### config.mk
export PLATFORM = sky130hd
export DESIGN_NAME = zt_link_top
export DESIGN_NICKNAME = d
export VERILOG_FILES = /design/src/rtl/zt_pkg.sv /design/src/rtl/zt_seq_detect.sv /design/src/rtl/zt_encoder.sv /design/src/rtl/zt_decoder.sv /design/src/rtl/zt_link_top.sv
export SDC_FILE = /design/constraint.sdc
export NUM_CORES = 1
export LEC_CHECK = 0
export BUFFER_PORTS_ARGS = -buffer_cell sky130_fd_sc_hd__buf_4
export CAP_MARGIN = 20
export CORE_ASPECT_RATIO = 1.25
export CORE_MARGIN = 2
export CORE_UTILIZATION = 54
export CTS_CLUSTER_DIAMETER = 100
export CTS_CLUSTER_SIZE = 12
export DETAILED_ROUTE_END_ITERATION = 6
export PLACE_DENSITY = 0.89
export SLEW_MARGIN = 10
export SYNTH_ARGS = -nofsm -noshare
export SYNTH_HDL_FRONTEND = slang
export SYNTH_HIERARCHICAL = 1
export SYNTH_SLANG_ARGS = --single-unit
### constraint.sdc
create_clock -name clk -period 7.7 [get_ports clk]
set_input_delay 1.155 -clock clk [delete_from_list [all_inputs] [get_ports clk]]
set_output_delay 1.155 -clock clk [all_outputs]
set_load 0.02 [all_outputs]
### src/rtl/zt_pkg.sv
package zt_pkg;

    localparam int ADDR_W = 16;

    typedef logic [ADDR_W-1:0] addr_t;

    // What travels across the link in one transfer
    typedef struct packed {
        logic  seq;
        addr_t addr;
    } zt_word_t;

    typedef enum logic {
        ENC_COLD = 1'b0,   // no address accepted since reset
        ENC_WARM = 1'b1
    } enc_state_t;

    function automatic addr_t zt_advance(addr_t base, addr_t stride);
        return base + stride;
    endfunction

endpackage

### src/rtl/zt_seq_detect.sv
module zt_seq_detect
    import zt_pkg::*;
#(
    parameter int unsigned STRIDE = 1
) (
    input  enc_state_t state,
    input  addr_t      last_addr,
    input  addr_t      cand_addr,
    output logic       hit
);
    localparam addr_t STEP = addr_t'(STRIDE);

    addr_t expect_addr;

    always_comb begin
        expect_addr = zt_advance(last_addr, STEP);
        hit         = (state == ENC_WARM) && (cand_addr == expect_addr);
    end
endmodule

### src/rtl/zt_encoder.sv
module zt_encoder
    import zt_pkg::*;
#(
    parameter int unsigned STRIDE = 1
) (
    input  logic     clk,
    input  logic     rst,
    input  logic     in_valid,
    input  addr_t    in_addr,
    output logic     out_valid,
    output zt_word_t out_word
);
    enc_state_t state_q;
    addr_t      last_q;
    logic       seq_hit;

    zt_seq_detect #(.STRIDE(STRIDE)) u_det (
        .state    (state_q),
        .last_addr(last_q),
        .cand_addr(in_addr),
        .hit      (seq_hit)
    );

    always_ff @(posedge clk) begin
        if (rst) begin
            state_q   <= ENC_COLD;
            last_q    <= '0;
            out_valid <= 1'b0;
            out_word  <= '0;
        end else begin
            out_valid <= in_valid;
            if (in_valid) begin
                state_q      <= ENC_WARM;
                last_q       <= in_addr;
                out_word.seq <= seq_hit;
                if (!seq_hit) begin
                    out_word.addr <= in_addr;
                end
            end
        end
    end


    first_plain_chk: assert property (@(posedge clk) disable iff (rst)
        (in_valid && state_q == ENC_COLD) |=> (!out_word.seq && out_word.addr == $past(in_addr)));


    frozen_hold_chk: assert property (@(posedge clk) disable iff (rst)
        (in_valid && seq_hit) |=> (out_word.seq && $stable(out_word.addr)));


    plain_pass_chk: assert property (@(posedge clk) disable iff (rst)
        (in_valid && !seq_hit) |=> (!out_word.seq && out_word.addr == $past(in_addr)));


    idle_hold_chk: assert property (@(posedge clk) disable iff (rst)
        !in_valid |=> ($stable(out_word) && !out_valid && $stable(last_q)));
endmodule

### src/rtl/zt_decoder.sv
module zt_decoder
    import zt_pkg::*;
#(
    parameter int unsigned STRIDE = 1
) (
    input  logic     clk,
    input  logic     rst,
    input  logic     in_valid,
    input  zt_word_t in_word,
    output logic     out_valid,
    output addr_t    out_addr
);
    localparam addr_t STEP = addr_t'(STRIDE);

    addr_t base_q;
    addr_t rebuilt;

    always_comb begin
        rebuilt = in_word.seq ? zt_advance(base_q, STEP) : in_word.addr;
    end

    always_ff @(posedge clk) begin
        if (rst) begin
            base_q    <= '0;
            out_valid <= 1'b0;
            out_addr  <= '0;
        end else begin
            out_valid <= in_valid;
            if (in_valid) begin
                base_q   <= rebuilt;
                out_addr <= rebuilt;
            end
        end
    end


    dec_idle_chk: assert property (@(posedge clk) disable iff (rst)
        !in_valid |=> ($stable(out_addr) && !out_valid));


    dec_plain_chk: assert property (@(posedge clk) disable iff (rst)
        (in_valid && !in_word.seq) |=> (out_addr == $past(in_word.addr)));
endmodule

### src/rtl/zt_link_top.sv
module zt_link_top
    import zt_pkg::*;
#(
    parameter int unsigned STRIDE = 1
) (
    input  logic              clk,
    input  logic              rst,
    input  logic              src_valid,
    input  logic [ADDR_W-1:0] src_addr,
    output logic              bus_valid,
    output logic [ADDR_W-1:0] bus_addr,
    output logic              bus_seq,
    output logic              dst_valid,
    output logic [ADDR_W-1:0] dst_addr
);
    zt_word_t link_word;

    zt_encoder #(.STRIDE(STRIDE)) u_enc (
        .clk      (clk),
        .rst      (rst),
        .in_valid (src_valid),
        .in_addr  (src_addr),
        .out_valid(bus_valid),
        .out_word (link_word)
    );

    zt_decoder #(.STRIDE(STRIDE)) u_dec (
        .clk      (clk),
        .rst      (rst),
        .in_valid (bus_valid),
        .in_word  (link_word),
        .out_valid(dst_valid),
        .out_addr (dst_addr)
    );

    assign bus_addr = link_word.addr;
    assign bus_seq  = link_word.seq;


    valid_follow_chk: assert property (@(posedge clk) disable iff (rst)
        src_valid |=> bus_valid);


    end_to_end_chk: assert property (@(posedge clk) disable iff (rst)
        dst_valid |-> (dst_addr == $past(src_addr, 2)));
endmodule

==> summary.txt <==
Route
  • Routed wire length: 7.04 mm
  • Via count: 2,828
  • # DRC: 0
  • Vias per std cell: 6.28
  • DR pass1 iterations: 7
  • WL/cell: 15.6 um
  • DR iter-0 viols: 216
  • Post-DRT Antenna Nets: 0

Logic synthesis
  • Synth Area in Compound Gates: 0.178
  • Multiplexer area fraction after synthesis: 0.0731
  • Post-Syn Instances: 344
  • Warnings from Yosys: 6
  • Post-synthesis simple-gate area fraction: 0.289
  • Main combinational cell family by area after synthesis: simple AND/OR/NAND/NOR gates
  • Number of distinct library cells after synthesis: 57
  • Async S/R FF share, synth: 0
  • Post-Synthesis Net Count: 365
  • Top-area cell type share of the netlist area: 0.344
  • Syn avg cell area: 8.80 um^2
  • Cell Area, Synth: 3030 um^2
  • Post-synth EDFFs: 0
  • XOR/XNOR Fraction of Synth Area: 0.0521
  • Top_reg_cell synth: dfxtp_1
  • Dominant cell type by area after synthesis: dfxtp_1
  • Sequential element share of the synthesized area: 0.344
  • Post-synthesis register bit count: 52
  • Adder-Cell Fraction of Synth Area: 0.00826
  • Largest cells by area after synthesis: dfxtp_1 (34%), mux2i_1 (6.9%), nand4bb_1 (6.0%), nor2_1 (4.7%), nand2b_1 (3.5%)

Run
  • # Max-Cap Violations: 0

Clock tree
  • CTS tree: built
  • H-tree depth: 2
  • Clk_lat worst skew: 0.31 ns
  • Post-CTS resize count: 0
  • Longest Clk Path Bufs: 2
  • Number of setup buffers added after CTS: 0
  • Clk slew on worst S/H paths: 0.10 ns
  • TritonCTS Buffers: 5
  • Clock sink count: 52
  • Post-CTS Hold Buffers: 0
  • Root buf cell: clkbuf_8

Global routing
  • Vias in the first global route: 2,481
  • Antenna violations before repair: 0
  • First-pass GRT wire length: 11.6 mm
  • Total track usage: 0.228
  • Congestion Overflow GR: 0
  • Largest net degree at the start of global routing: 69

Timing
  • Clock skew: 0.00765 ns
  • Setup TNS: 0 ns
  • Final count of negative-setup-slack endpoints: 0
  • Worst Tran Pin Value: 0.617 ns
  • Fmax: 325 MHz
  • Endpoints failing hold: 0
  • Pins Over Slew Limit: 0
  • Final min period: 3.08 ns
  • Slack of the critical path: 4.62 ns
  • Slew Limit Headroom: 0.588
  • RSZ-0062 raised after global routing: false
  • Period utilization: 0.400

Critical path
  • Crit-path cells: buf_4 -> xnor2_1 -> xor2_1 -> o32ai_1 -> a21oi_1 -> a211oi_1 -> o2111a_1 -> and2b_4 -> o21ai_0
  • Crit path kind: primary input to flop
  • WP data arrival: 3.32 ns
  • Critical Path RT: 7.94 ns
  • Worst Setup End Kind: flop
  • Critical Path Max Stage Delay: 0.49 ns
  • CP max FO: 18
  • CP top delay family: compound AO/OA/AOI/OAI gates
  • Worst path bufs/invs: 1
  • CP Launch Type: primary input
  • Critical path's slowest cell: o2111a_1

Die
  • DIE WIDTH: 71.0 um
  • CORE AREA: 5410 um^2
  • Row cnt: 30
  • Initial Utilization: 0.560
  • Die Height: 87.7 um
  • Die area: 6230 um^2
  • # IOs: 54

Power
  • Pwr Density: 160 nW/um^2
  • VDD IR-drop max: 103 uV
  • Pleak: 1.30 nW
  • Final Power: 0.000554 W

Cells and area
  • Layout Nets: 406
  • Layout area overhead: 14.4%
  • Fillers: 459
  • Share of cells above drive strength 1: 0.207
  • Non-Filler Instances: 450
  • Ant. Diodes: 0

Placed design
  • Placement Setup Slack: 4.38 ns
  • DP Cell Count: 442
  • GP Congestion: 0.883
  • PortBufs: 53
  • Detailed-placement wirelength estimate: 4.83 mm

Min path
  • Hold Crit Class: flop to flop

Run status
  • Status: complete, no violations
[worst register-to-register path: cells and delay by family, from the launching register on]
family,cells,cell delay [ns]
compound gates,3,0.87
fa+ha+maj,1,0.29
flops,1,0.44
simple gates,5,1.25
[worst paths after layout]
check | start | to | slack (ns) | cells past startpoint
setup reg to reg | u_enc/last_q[0]$_SDFFE_PP0P_ | u_enc/out_word[15]$_SDFFE_PP0P_ | 4.79 | 9
hold / removal | u_enc/state_q$_SDFFE_PP0P_ | u_enc/state_q$_SDFFE_PP0P_ | 0.48 | 2
hold reg to reg | u_enc/state_q$_SDFFE_PP0P_ | u_enc/state_q$_SDFFE_PP0P_ | 0.48 | 2
setup / recovery | src_addr[15] | u_enc/out_word[15]$_SDFFE_PP0P_ | 4.62 | 9
[routing by layer]
| layer | part of all wire | GRT usage | vias up |
|---|---|---|---|
| met3 | 0.076 | 0.0391 | 17 |
| li1 | - | - | 1353 |
| met5 | 0 | 0 | - |
| met2 | 0.48 | 0.392 | 156 |
| met4 | 0.023 | 0.101 | 0 |
| met1 | 0.42 | 0.281 | 1302 |
[layout make-up]
class / instances / area [um^2] / area share
multi-input cells: 264 / 1820 / 0.525
flip-flops and latches: 52 / 1040 / 0.300
clock buffers: 6 / 72.6 / 0.0209
inverters: 8 / 30.0 / 0.00867
repair buffers: 54 / 405 / 0.117
well taps: 64 / 80.1 / 0.0231
clock inverters: 2 / 16.3 / 0.00469
[synthesized netlist by cell type, types with 2 or more instances]
cell / instances
dfxtp_1: 52
nor2_1: 38
mux2i_1: 21
nand2b_1: 17
nand4bb_1: 16
nand3_1: 15
a21oi_1: 14
o21ai_0: 13
nand2_1: 12
clkbuf_1: 11
nor3_1: 10
o21ai_2: 10
xnor2_1: 9
xor2_1: 9
a22oi_1: 7
inv_1: 7
nand4_1: 7
nor4_1: 6
a211oi_1: 5
a31oi_1: 5
nor2b_1: 4
o21ai_1: 4
o22ai_1: 4
buf_6: 3
buf_12: 2
buf_2: 2
ha_1: 2
nand3b_1: 2
nand4_2: 2
o2111a_1: 2
o211ai_1: 2
o21a_1: 2
o311ai_0: 2
o32ai_1: 2
o41a_1: 2
or3_1: 2
[power by group]
group          switching [W]  internal, W
clock network      0.0000919    0.0000648
logic              0.0000517    0.0000443
registers          0.0000188     0.000283
[flip-flops by register name (all words and copies together) (netlist names)]
name and cells:
u_enc/state_q 1, u_enc/out_valid 1, u_enc/last_q 16, u_dec/out_valid 1, u_dec/base_q 16, u_enc/out_word 17
[placed cells by master (no fill, tap or decap), types with 9 or more instances in the layout]
master	count
nand2b_1	17
nand4bb_1	16
buf_4	54
dfxtp_1	52
nor3_1	10
a21oi_1	14
xor2_1	9
xnor2_1	9
nand2_1	12
nor2_1	38
mux2i_1	21
o21ai_0	13
o21ai_2	10
nand3_1	15
[kinds of logic (layout without fill, tap and decap cells)]
family,Yosys count,in the layout
AND/OR/NAND/NOR,144,144
AO/OA/AOI/OAI,78,78
flip-flops,52,52
buffers and inverters,28,70
multiplexers,22,22
XOR/XNOR,18,18
adder cells (fa/ha/maj),2,2
[metrics by stage]
step,utilization,hold slack (ns),instance area (um^2)
5_1_grt,0.641,0.525,3460
3_3_place_gp,0.625,0.453,3380
2_1_floorplan,-,0.434,3030
6_report,0.641,0.482,3460
3_5_place_dp,0.625,0.473,3380
4_1_cts,0.641,0.488,3460
No activity file was read; power rests on OpenSTA's default activity.
